<file path="src/rtl/wake_sts_pkg.sv">
package wake_sts_pkg;
    parameter int unsigned DATA_W = 8;
    parameter int unsigned ADDR_W = 8;
    parameter int unsigned NUM_BANKS = 2;

    localparam logic [ADDR_W-1:0] OFF_GP  = 8'h08;
    localparam logic [ADDR_W-1:0] OFF_DEV = 8'h09;

    localparam logic [DATA_W-1:0] RST_GP  = 8'h00;
    localparam logic [DATA_W-1:0] RST_DEV = 8'h01;

    typedef logic [DATA_W-1:0] word_t;

    typedef struct packed {
        logic hit_dev;
        logic hit_gp;
    } decode_t;

    function automatic decode_t decode_addr(input logic [ADDR_W-1:0] a);
        decode_t d;
        d.hit_gp  = (a == OFF_GP);
        d.hit_dev = (a == OFF_DEV);
        return d;
    endfunction

    function automatic logic pp_source(input logic active, input logic nack);
        return active ? nack : 1'b1;
    endfunction
endpackage

</file>
<file path="src/rtl/wake_edge_det.sv">
module wake_edge_det #(
    parameter int unsigned W = 8
) (
    input  logic         clk,
    input  logic         rst,
    input  logic [W-1:0] src,
    output logic [W-1:0] rise
);
    logic [W-1:0] prev_q;

    always_ff @(posedge clk) begin
        prev_q <= src;
    end

    assign rise = rst ? '0 : (src & ~prev_q);
endmodule

</file>
<file path="src/rtl/wake_sts_bank.sv">
module wake_sts_bank #(
    parameter int unsigned W = 8,
    parameter logic [W-1:0] RST_VAL = '0
) (
    input  logic         clk,
    input  logic         rst,
    input  logic [W-1:0] set,
    input  logic [W-1:0] clr,
    output logic [W-1:0] sts
);
    logic [W-1:0] sts_q;

    always_ff @(posedge clk) begin
        if (rst) begin
            sts_q <= RST_VAL;
        end else begin
            sts_q <= (sts_q & ~clr) | set;
        end
    end

    assign sts = sts_q;

    for (genvar i = 0; i < W; i++) begin : g_bit_chk

        fall_needs_clear_chk: assert property (@(posedge clk) disable iff (rst)
            $fell(sts_q[i]) |-> $past(clr[i]));

        set_wins_chk: assert property (@(posedge clk) disable iff (rst)
            set[i] |=> sts_q[i]);
    end
endmodule

</file>
<file path="src/rtl/wake_sts_top.sv">
module wake_sts_top
    import wake_sts_pkg::*;
(
    input  logic              clk,
    input  logic              stby_rst,
    input  logic              host_rst,
    input  logic [7:0]        gp_src,
    input  logic [6:0]        dev_src,
    input  logic              pp_active,
    input  logic              pp_nack,
    input  logic [ADDR_W-1:0] addr,
    input  logic [DATA_W-1:0] wdata,
    input  logic              wr_en,
    input  logic              rd_en,
    output logic [DATA_W-1:0] rdata,
    input  logic [DATA_W-1:0] wake_en_gp,
    input  logic [DATA_W-1:0] wake_en_dev,
    input  logic              wake_global_en,
    output logic              wake_out
);
    word_t   src_w  [NUM_BANKS];
    word_t   rise_w [NUM_BANKS];
    word_t   clr_w  [NUM_BANKS];
    word_t   sts_w  [NUM_BANKS];
    word_t   en_w   [NUM_BANKS];
    logic    hit_w  [NUM_BANKS];
    decode_t dec;
    word_t   rd_mux;
    word_t   rdata_q;

    assign dec = decode_addr(addr);

    assign src_w[0] = gp_src;
    assign src_w[1] = {dev_src, pp_source(pp_active, pp_nack)};
    assign hit_w[0] = dec.hit_gp;
    assign hit_w[1] = dec.hit_dev;
    assign en_w[0]  = wake_en_gp;
    assign en_w[1]  = wake_en_dev;

    for (genvar b = 0; b < NUM_BANKS; b++) begin : g_bank
        localparam word_t RV = (b == 0) ? RST_GP : RST_DEV;

        assign clr_w[b] = (wr_en && hit_w[b]) ? wdata : '0;

        wake_edge_det #(.W(DATA_W)) edge_i (
            .clk  (clk),
            .rst  (stby_rst),
            .src  (src_w[b]),
            .rise (rise_w[b])
        );

        wake_sts_bank #(.W(DATA_W), .RST_VAL(RV)) bank_i (
            .clk (clk),
            .rst (stby_rst),
            .set (rise_w[b]),
            .clr (clr_w[b]),
            .sts (sts_w[b])
        );
    end

    always_comb begin
        rd_mux = '0;
        for (int b = 0; b < NUM_BANKS; b++) begin
            if (hit_w[b]) rd_mux = rd_mux | sts_w[b];
        end
    end

    always_ff @(posedge clk) begin
        if (stby_rst || host_rst) begin
            rdata_q <= '0;
        end else if (rd_en) begin
            rdata_q <= rd_mux;
        end
    end

    assign rdata = rdata_q;

    always_comb begin
        wake_out = 1'b0;
        for (int b = 0; b < NUM_BANKS; b++) begin
            wake_out = wake_out | (|(sts_w[b] & en_w[b]));
        end
        wake_out = wake_out & wake_global_en;
    end


    host_rst_rdata_chk: assert property (@(posedge clk) disable iff (stby_rst)
        host_rst |=> (rdata == '0));

    unmapped_read_chk: assert property (@(posedge clk) disable iff (stby_rst)
        (rd_en && !host_rst && !dec.hit_gp && !dec.hit_dev) |=> (rdata == '0));

    rdata_hold_chk: assert property (@(posedge clk) disable iff (stby_rst)
        (!rd_en && !host_rst) |=> $stable(rdata));

    wake_gated_chk: assert property (@(posedge clk) disable iff (stby_rst)
        wake_out |-> wake_global_en);
endmodule

</file>
<file path="config.mk">
export PLATFORM = sky130hd
export DESIGN_NAME = wake_sts_top
export DESIGN_NICKNAME = d
export VERILOG_FILES = /design/src/rtl/wake_sts_pkg.sv /design/src/rtl/wake_edge_det.sv /design/src/rtl/wake_sts_bank.sv /design/src/rtl/wake_sts_top.sv
export SDC_FILE = /design/constraint.sdc
export NUM_CORES = 1
export LEC_CHECK = 0
export ABC_AREA = 1
export CAP_MARGIN = 20
export CORE_UTILIZATION = 35
export CTS_CLUSTER_DIAMETER = 40
export DETAILED_ROUTE_END_ITERATION = 8
export GPL_TIMING_DRIVEN = 0
export PLACE_DENSITY = 0.66
export SYNTH_ARGS = -nofsm -noshare
export SYNTH_HDL_FRONTEND = slang
export SYNTH_SLANG_ARGS = --single-unit
</file>
<file path="constraint.sdc">
create_clock -name clk -period 1.7 [get_ports clk]
set_input_delay 0.34 -clock clk [delete_from_list [all_inputs] [get_ports clk]]
set_output_delay 0.34 -clock clk [all_outputs]
set_load 0.01 [all_outputs]
</file>
== Word-level counts from Yosys, hierarchy flattened ==
Index checks and enable logic that the tools add are counted.
Storage, ports and cells
  flip-flop bits (word level): 40
  input bits: 55
Cells by class
  equal/unequal tests: 2
  muxes and demuxes: 7
  reduce and logical (&&, ||, !) cells: 5
  bitwise operators: 15
Operators by type and width (count)
  AND 8 bit: 6
  two-way mux 8 bit: 6
  inverter 8 bit: 4
  bitwise OR 8 bit: 3
  equality test 8 x 4 -> 1 bit, second input constant: 2
  OR reduction 8 bit: 2
  logical AND 1 bit: 2
  AND 1 bit: 1
  logical OR 1 bit: 1
  two-way mux 1 bit: 1
  bitwise OR 1 bit: 1

== Longest topological paths before layout ==
Gate-level depths: netlist of the first run.
  depth after elaboration: 6
  gate-level depth with buffers: 9
  depth with buffers taken out: 8

== Modules after synthesis ==
From an unflattened synthesis of the first run, not the netlist that was laid out.
Unflattened totals
  cell total of the unflattened synthesis: 290
  area total of the unflattened synthesis: 1926.8 sq um
By module, submodules not included
  wake_sts_top: times used 1, cells each 143, sequential area each 160.2 sq um, area an instance 764.5 sq um
  wake_edge_det: times used 2, cells each 33, sequential area each 160.2 sq um, area an instance 261.5 sq um
  wake_sts_bank (g_bank[0].bank_i): times used 1, cells each 41, sequential area each 160.2 sq um, area an instance 331.6 sq um
  wake_sts_bank (g_bank[1].bank_i): times used 1, cells each 40, sequential area each 160.2 sq um, area an instance 307.8 sq um

== Worst setup path after synthesis of the first run ==
OpenSTA, ideal clock, no wires.
  path type: input-to-reg
  from: input port addr[5]
  to: register g_bank[1].bank_i.sts_q[5]
  path buffers: 1
  stages on the path: 7
  path slack: 0.543 ns
  data required time: 1.568 ns
  arrival: 1.024 ns
  path through: nor2_2 -> nand2_4 -> nor2_8 -> buf_12 -> nand3_1 -> nand2_1 -> a21oi_1
Between the ends
  cells in the longest elaborated chain, start to end: 6
RTL lines
  from (decl): line wake_sts_top.sv:11  | input logic [ADDR_W-1:0] addr,
  equality test 8 x 4 -> 1 bit: line wake_sts_pkg.sv:22  | d.hit_dev = (a == OFF_DEV);
  logical AND 1 bit: line wake_sts_top.sv:43  | assign clr_w[b] = (wr_en && hit_w[b]) ? wdata : '0;
  two-way mux 8 bit: line wake_sts_top.sv:43
  inverter 8 bit: line wake_sts_bank.sv:17  | sts_q <= (sts_q & ~clr) | set;
  AND 8 bit: line wake_sts_bank.sv:17
  bitwise OR 8 bit: line wake_sts_bank.sv:17
  to (signal assigned): line wake_sts_bank.sv:17
  to (decl): line wake_sts_bank.sv:11  | logic [W-1:0] sts_q;
Every way passes these cells.
A chain may end at the register's enable or synchronous reset.

== Worst setup path after layout of the first run ==
  from: input port wake_en_gp[1]
  to: output port wake_out
Between the ends
  cells in the longest elaborated chain, start to end: 4
RTL lines
  from (decl): line wake_sts_top.sv:16  | input logic [DATA_W-1:0] wake_en_gp,
  AND 8 bit: line wake_sts_top.sv:81  | wake_out = wake_out | (|(sts_w[b] & en_w[b]));
  OR reduction 8 bit: line wake_sts_top.sv:81
  bitwise OR 1 bit: line wake_sts_top.sv:81
  AND 1 bit: line wake_sts_top.sv:83  | wake_out = wake_out & wake_global_en;
  to (decl): line wake_sts_top.sv:19  | output logic wake_out
Every way passes these cells.

==> results of run 1 <==
sequential cells by signal, summed over array words and instances, names as in the netlist:
signal	cells
rdata	8
g_bank.edge_i.prev_q	16
g_bank.bank_i.sts	16
repair_timing:
| action | in CTS | in global routing |
|---|---|---|
| hold endpoints to repair | 0 | 0 |
| setup endpoints to repair | 1 | 1 |
| gates resized for setup | 5 | 8 |
| pin swaps | 0 | 5 |
logic make-up after synthesis:
| group | after synthesis | share of synthesized area |
|---|---|---|
| AND/OR/NAND/NOR | 130 | 0.380 |
| flip-flops | 40 | 0.470 |
| buffers and inverters | 36 | 0.0984 |
| AO/OA/AOI/OAI | 17 | 0.0514 |
worst min-delay path by stage:
stage                                           from                          to  cells past startpoint
after global placement    g_bank[1].edge_i.prev_q[0]     g_bank[1].bank_i.sts[0]                      3
after CTS                                   stby_rst     g_bank[0].bank_i.sts[0]                      2
final                                       stby_rst     g_bank[0].bank_i.sts[0]                      2
after floorplan                            gp_src[0]  g_bank[0].edge_i.prev_q[0]                      0
after global routing                        stby_rst     g_bank[0].bank_i.sts[0]                      2
after detailed placement  g_bank[1].edge_i.prev_q[0]     g_bank[1].bank_i.sts[0]                      3
power breakdown:
group | total, uW | internal (uW) | switching, uW
registers | 1020 | 987 | 29.0
logic | 274 | 162 | 112
clock network | 560 | 264 | 295
cell usage after synthesis (2+ instances only):
| cell | count |
|---|---|
| nand2_1 | 63 |
| dfxtp_1 | 40 |
| inv_1 | 27 |
| nor2_1 | 20 |
| a21oi_1 | 16 |
| nand3_1 | 16 |
| nand2_2 | 12 |
| nand3_2 | 8 |
| nand4_1 | 4 |
| buf_2 | 3 |
| clkbuf_1 | 3 |
| nor2_2 | 3 |
| nor2_8 | 2 |
per-stage QoR:
stage                     setup TNS (ps)  utilization  cells  setup slack [ps]
after detailed placement            -509        0.506    337              -418
after global placement              -427        0.506    337              -412
after CTS                              0        0.519    342              21.3
after global routing                   0        0.523    342              2.16
after floorplan                        0            -    223               543
final                                  0        0.523    342              47.5
final cells by class:
type	instances	share of cell area
flip-flops and latches	40	0.326
multi-input cells	147	0.302
repair buffers	60	0.249
inverters	27	0.0413
clock buffers	5	0.0280
well taps	54	0.0275
plain buffers	9	0.0270
worst max-delay path, delay by kind of cell:
kind,cells,cell delay (ps)
simple gates,3,210
compound gates,1,140
buf+inv,2,610
routing by layer:
metal  wire length [um]  up-vias  global-route usage  share of wire
li1                   -      815                   -              -
met1               1770      703               0.196           0.45
met2               1820       57               0.267           0.46
met3                292        8              0.0549          0.074
met4                 81        0              0.0719          0.020
met5                  0        -                   0              0
layout by cell type, fill, tap and decap left out:
master            n
nor2_2            5
nand2_4           1
nand3_1          16
nand2_1          63
nand4_1           4
nand3_2           8
dfxtp_1          40
nor2_8            2
clkbuf_8          5
dlymetal6s2s_1    6
buf_8             1
clkdlybuf4s50_1  53
clkbuf_2          1
nor2_1           18
nand2_2          12
buf_12            1
a21oi_1          16
a21boi_1          1
buf_2             4
clkbuf_1          3
or2_1             1
inv_1            27
==> key figures, run 1 <==
Outcome
  – Outcome: complete, no violations

Synthesis
  – Post-synth cell types: 19
  – Biggest area consumer among synthesized cells: dfxtp_1
  – Syn Std Cell Area: between 1500 and 2000 sq um
  – Register area share after synthesis: 0.470
  – Post-synth top flop: dfxtp_1
  – Synth top area share: 0.470
  – Post-synthesis register bit count: 40
  – Synth Warn #: 0
  – Fraction of registers with async set/reset: 0
  – Top post-synthesis cells by area: dfxtp_1 (47%), nand2_1 (14%), inv_1 (5.9%)
  – Synthesized net count: 278
  – EDFF count, synth: 0
  – Post-Synthesis Cells: 223
  – Synthesized area per cell: 7.64 sq um

Floorplanning
  – Row Count: 25
  – Ports: 64
  – Initial Utilization: 0.363
  – Die area: roughly 5200 sq um
  – Die Width: 71.8 um
  – Core Area: 4690 sq um
  – Die H: between 70 and 80 um

Critical path
  – Worst Setup Path Type: in -> out
  – Reg2Reg Launch Point: g_bank[0].bank_i.sts[4]
  – Setup crit start: wake_en_gp[1]
  – FF-to-FF End: rdata[4]
  – R2r setup slk: 1010 ps
  – CP cell instances: clkdlybuf4s50_1 > nand2_1 > nand4_1 > nor2_2 > a21boi_1 > buf_2
  – Data required time of the critical path: 1360 ps
  – CP peak stage delay: 470 ps
  – WP data arrival: roughly 1300 ps
  – Slowest-stage cell, CP: clkdlybuf4s50_1
  – R2R depth: 4
  – Setup crit end: wake_out
  – Worst Path Max Fanout: 1
  – CP Capture Type: output pin
  – Critical path startpoint category: primary input

STA
  – Final critical-path share of the clock period: 0.972
  – Slew Limit Fails: 0
  – Slew headroom: 0.682
  – Worst Max-Slew Pin Slew: 476 ps
  – Worst Skew: 2.54 ps
  – Final hold violation count: 0
  – Hold WS: 324 ps
  – Final setup vio count: 0
  – RSZ-0062 raised after global routing: false
  – Minimum clock period: 1650 ps
  – Fmax: 605 MHz

Clocking
  – Post CTS Setup Buffer Count: 0
  – Reg clk slew, reported paths: 70 ps
  – Clk sinks: 40
  – Number of CTS-inserted buffers: 5
  – CTS H-tree depth: 2
  – Worst-Skew Late Latency: approximately 280 ps
  – Clock tree buffer depth: 2
  – Root buf cell: clkbuf_8
  – Hold_buf cts: 0
  – CTS tree: yes

Finish
  – Fraction of layout cells with a size suffix above 1: 0.139
  – Sequential cell area: 801 sq um
  – Area of the multi-input gates: 741 sq um
  – Synth-to-Final Area Change: 44.1%
  – Nets@finish: around 350
  – N_diodes: 0
  – Final Cell Area: 2460 sq um
  – FILL cells: 486

Routing
  – Via count: roughly 1600
  – TritonRoute pass-1 iters: 4
  – Routed WL per cell: roughly 12 um
  – DRT iter0 DRCs: 40
  – Routed Antenna Nets: 0
  – Drt drc: 0
  – Vias/cell: 4.63
  – Total Wirelength: about 4000 um

Global routing
  – Initial antenna violation count: 0
  – Global route total overflow: 0
  – Gr usage total: 0.164
  – Vias in the first global route: about 1400
  – First-pass GRT wire length: 6280 um
  – Pin count of the biggest net entering global routing: 11

Placed design
  – Post-detail-place hpwl: 3040 um
  – Area after DPL: 2370 sq um
  – Gpl congestion: between 0.7 and 0.8
  – Port Buf Inserts: 60

Min path
  – Worst min-delay path class: in -> reg

Power
  – PwrDens: 753 nW/um^2
  – Leakage: approximately 0.0012 uW
  – Max IR drop VDD: 0.530 mV
  – Total Power: 1850 uW

Job
  – Max-cap violation count: 0
(Power assumes the default switching activity.)
==> inputs of run 2 (changes only) <==
--- a/config.mk
+++ b/config.mk
@@ -12,6 +12,9 @@
 export DETAILED_ROUTE_END_ITERATION = 8
 export GPL_TIMING_DRIVEN = 0
 export PLACE_DENSITY = 0.66
+export REMOVE_ABC_BUFFERS = 1
+export SKIP_CTS_REPAIR_TIMING = 1
+export SLEW_MARGIN = 40
 export SYNTH_ARGS = -nofsm -noshare
 export SYNTH_HDL_FRONTEND = slang
 export SYNTH_SLANG_ARGS = --single-unit
==> run 2 against run 1 <==
Sequential share of layout area increased by 0.61 points. Fmax about the same. Final area decreased by 1.8%. Critical endpoint unchanged.
==> key figures, run 2 (synthesized netlist as in run 1, its figures left out) <==
Power
  – Logic gate share of total power: 0.144
  – Leakage: roughly 0.0011 uW
  – Internal power: roughly 1400 uW
  – Total Power: 1860 uW
  – Max IR drop VDD: 0.432 mV
  – Clock Power Share: 0.312
  – PwrDens: just under 800 nW/um^2
  – NetSw: 433 uW
  – Net Sw Frac: 0.233
  – Flop pwr share: 0.544

Finish
  – N_diodes: 0
  – Most common cell after layout, fill and taps aside: nand2_1
  – Fraction of layout cells with a size suffix above 1: 0.116
  – Synth-to-Final Area Change: 41.5%
  – Nets@finish: 339
  – FILL cells: 489
  – Sequential cell area: 801 sq um
  – Final Cell Area: 2410 sq um
  – Area of the multi-input gates: 736 sq um
  – Commonest cells after routing, fill and taps aside: nand2_1 (63), clkdlybuf4s50_1 (61), dfxtp_1 (40)

Clocking
  – Clock tree buffer depth: 2
  – Clk sinks: 40
  – Reg clk slew, reported paths: about 70 ps
  – Root buf cell: clkbuf_8
  – Worst-Skew Late Latency: around 280 ps
  – CTS tree: yes
  – Number of CTS-inserted buffers: 5
  – CTS H-tree depth: 2

Global routing
  – Pin count of the biggest net entering global routing: 18
  – Vias in the first global route: 1320
  – Global route total overflow: 0
  – First-pass GRT wire length: 5900 um
  – Initial antenna violation count: 0
  – Gr usage total: 0.151

Routing
  – Drt drc: 0
  – DRT iter0 DRCs: 40
  – TritonRoute pass-1 iters: 4
  – Via count: 1505
  – Routed Antenna Nets: 0
  – Routed WL per cell: 10.7 um
  – DR top layer: met4
  – Met2 WL: 1570 um
  – Vias/cell: around 4.5
  – DRT met1 WL: 1770 um
  – Total Wirelength: roughly 3600 um
  – DR WL met3: 252 um

Placed design
  – Post-detail-place hpwl: around 2700 um
  – Gpl congestion: a little over 0.7
  – Area after DPL: 2340 sq um
  – Setup Slack @ Placement: -396 ps
  – Port Buf Inserts: 63

Floorplanning
  – Die Width: 71.8 um
  – Ports: 64
  – Die area: 5150 sq um
  – Row Count: 25
  – Initial Utilization: 0.363
  – Core Area: around 4700 sq um
  – Die H: just over 70 um

Job
  – Max-cap violation count: 0

STA
  – Final hold violation count: 0
  – Final critical-path share of the clock period: 0.971
  – Minimum clock period: 1650 ps
  – Worst Skew: 3.81 ps
  – Final setup vio count: 0
  – Fmax: 606 MHz
  – Slew Limit Fails: 0
  – RSZ-0062 raised after global routing: true
  – Slew headroom: 0.499
  – Final Worst Setup Slack: 48.5 ps
  – Worst Max-Slew Pin Slew: 750 ps

Min path
  – Worst min-delay path class: reg -> reg

Critical path
  – CP Capture Type: output pin
  – Data required time of the critical path: about 1400 ps
  – Critical path startpoint category: primary input
  – Worst Setup Path Type: in -> out
  – Worst Path Max Fanout: 1
  – WP data arrival: between 1000 and 1500 ps

Outcome
  – Outcome: complete, no violations
-- run 2: metal layers --
metal,vias up,global-route usage
met4,0,0.0523
met5,-,0
met2,53,0.229
met1,639,0.207
li1,811,-
met3,2,0.0408
-- run 2: area by class of cell --
cell class | instances | share of cell area
flip-flops and latches | 40 | 0.332
multi-input cells | 147 | 0.305
repair buffers | 63 | 0.261
inverters | 27 | 0.0420
clock buffers | 6 | 0.0301
well taps | 54 | 0.0280
clock inverters | 1 | 0.00208
-- run 2: worst paths after layout --
| check | start | end | slack [ps] | cells after the start |
|---|---|---|---|---|
| worst max-delay path | wake_en_gp[7] | wake_out | 50 | 6 |
| worst min-delay path | g_bank[1].bank_i.sts[0] | g_bank[1].bank_i.sts[0] | 480 | 2 |
| worst max register to register | g_bank[0].bank_i.sts[5] | rdata[5] | 1010 | 4 |
| worst min register to register | g_bank[1].bank_i.sts[0] | g_bank[1].bank_i.sts[0] | 480 | 2 |
-- run 2: critical path, stage by stage --
cell             delay [ps]
clkdlybuf4s50_1         470
nand2_1                  60
nand4_1                 100
nor2_1                   60
a21boi_1                130
buf_2                   140
-- run 2: metrics by stage --
stage	TNS [ps]	cells	util	hold slack, ps
after floorplan	0	214	-	368
after global placement	-2340	331	0.498	465
after detailed placement	-2550	331	0.498	469
after CTS	-417	338	0.514	480
after global routing	-28.2	338	0.514	489
final	0	338	0.514	476
-- run 2: power by group through the flow --
| stage | Clock, uW | Combinational (uW) | Sequential, uW |
|---|---|---|---|
| floorplan | 0 | 88.4 | 1030 |
| global placement | 0 | 271 | 1040 |
| detailed placement | 0 | 272 | 1040 |
| CTS | 610 | 274 | 1010 |
| global route | 649 | 298 | 1020 |
| finish | 581 | 268 | 1010 |
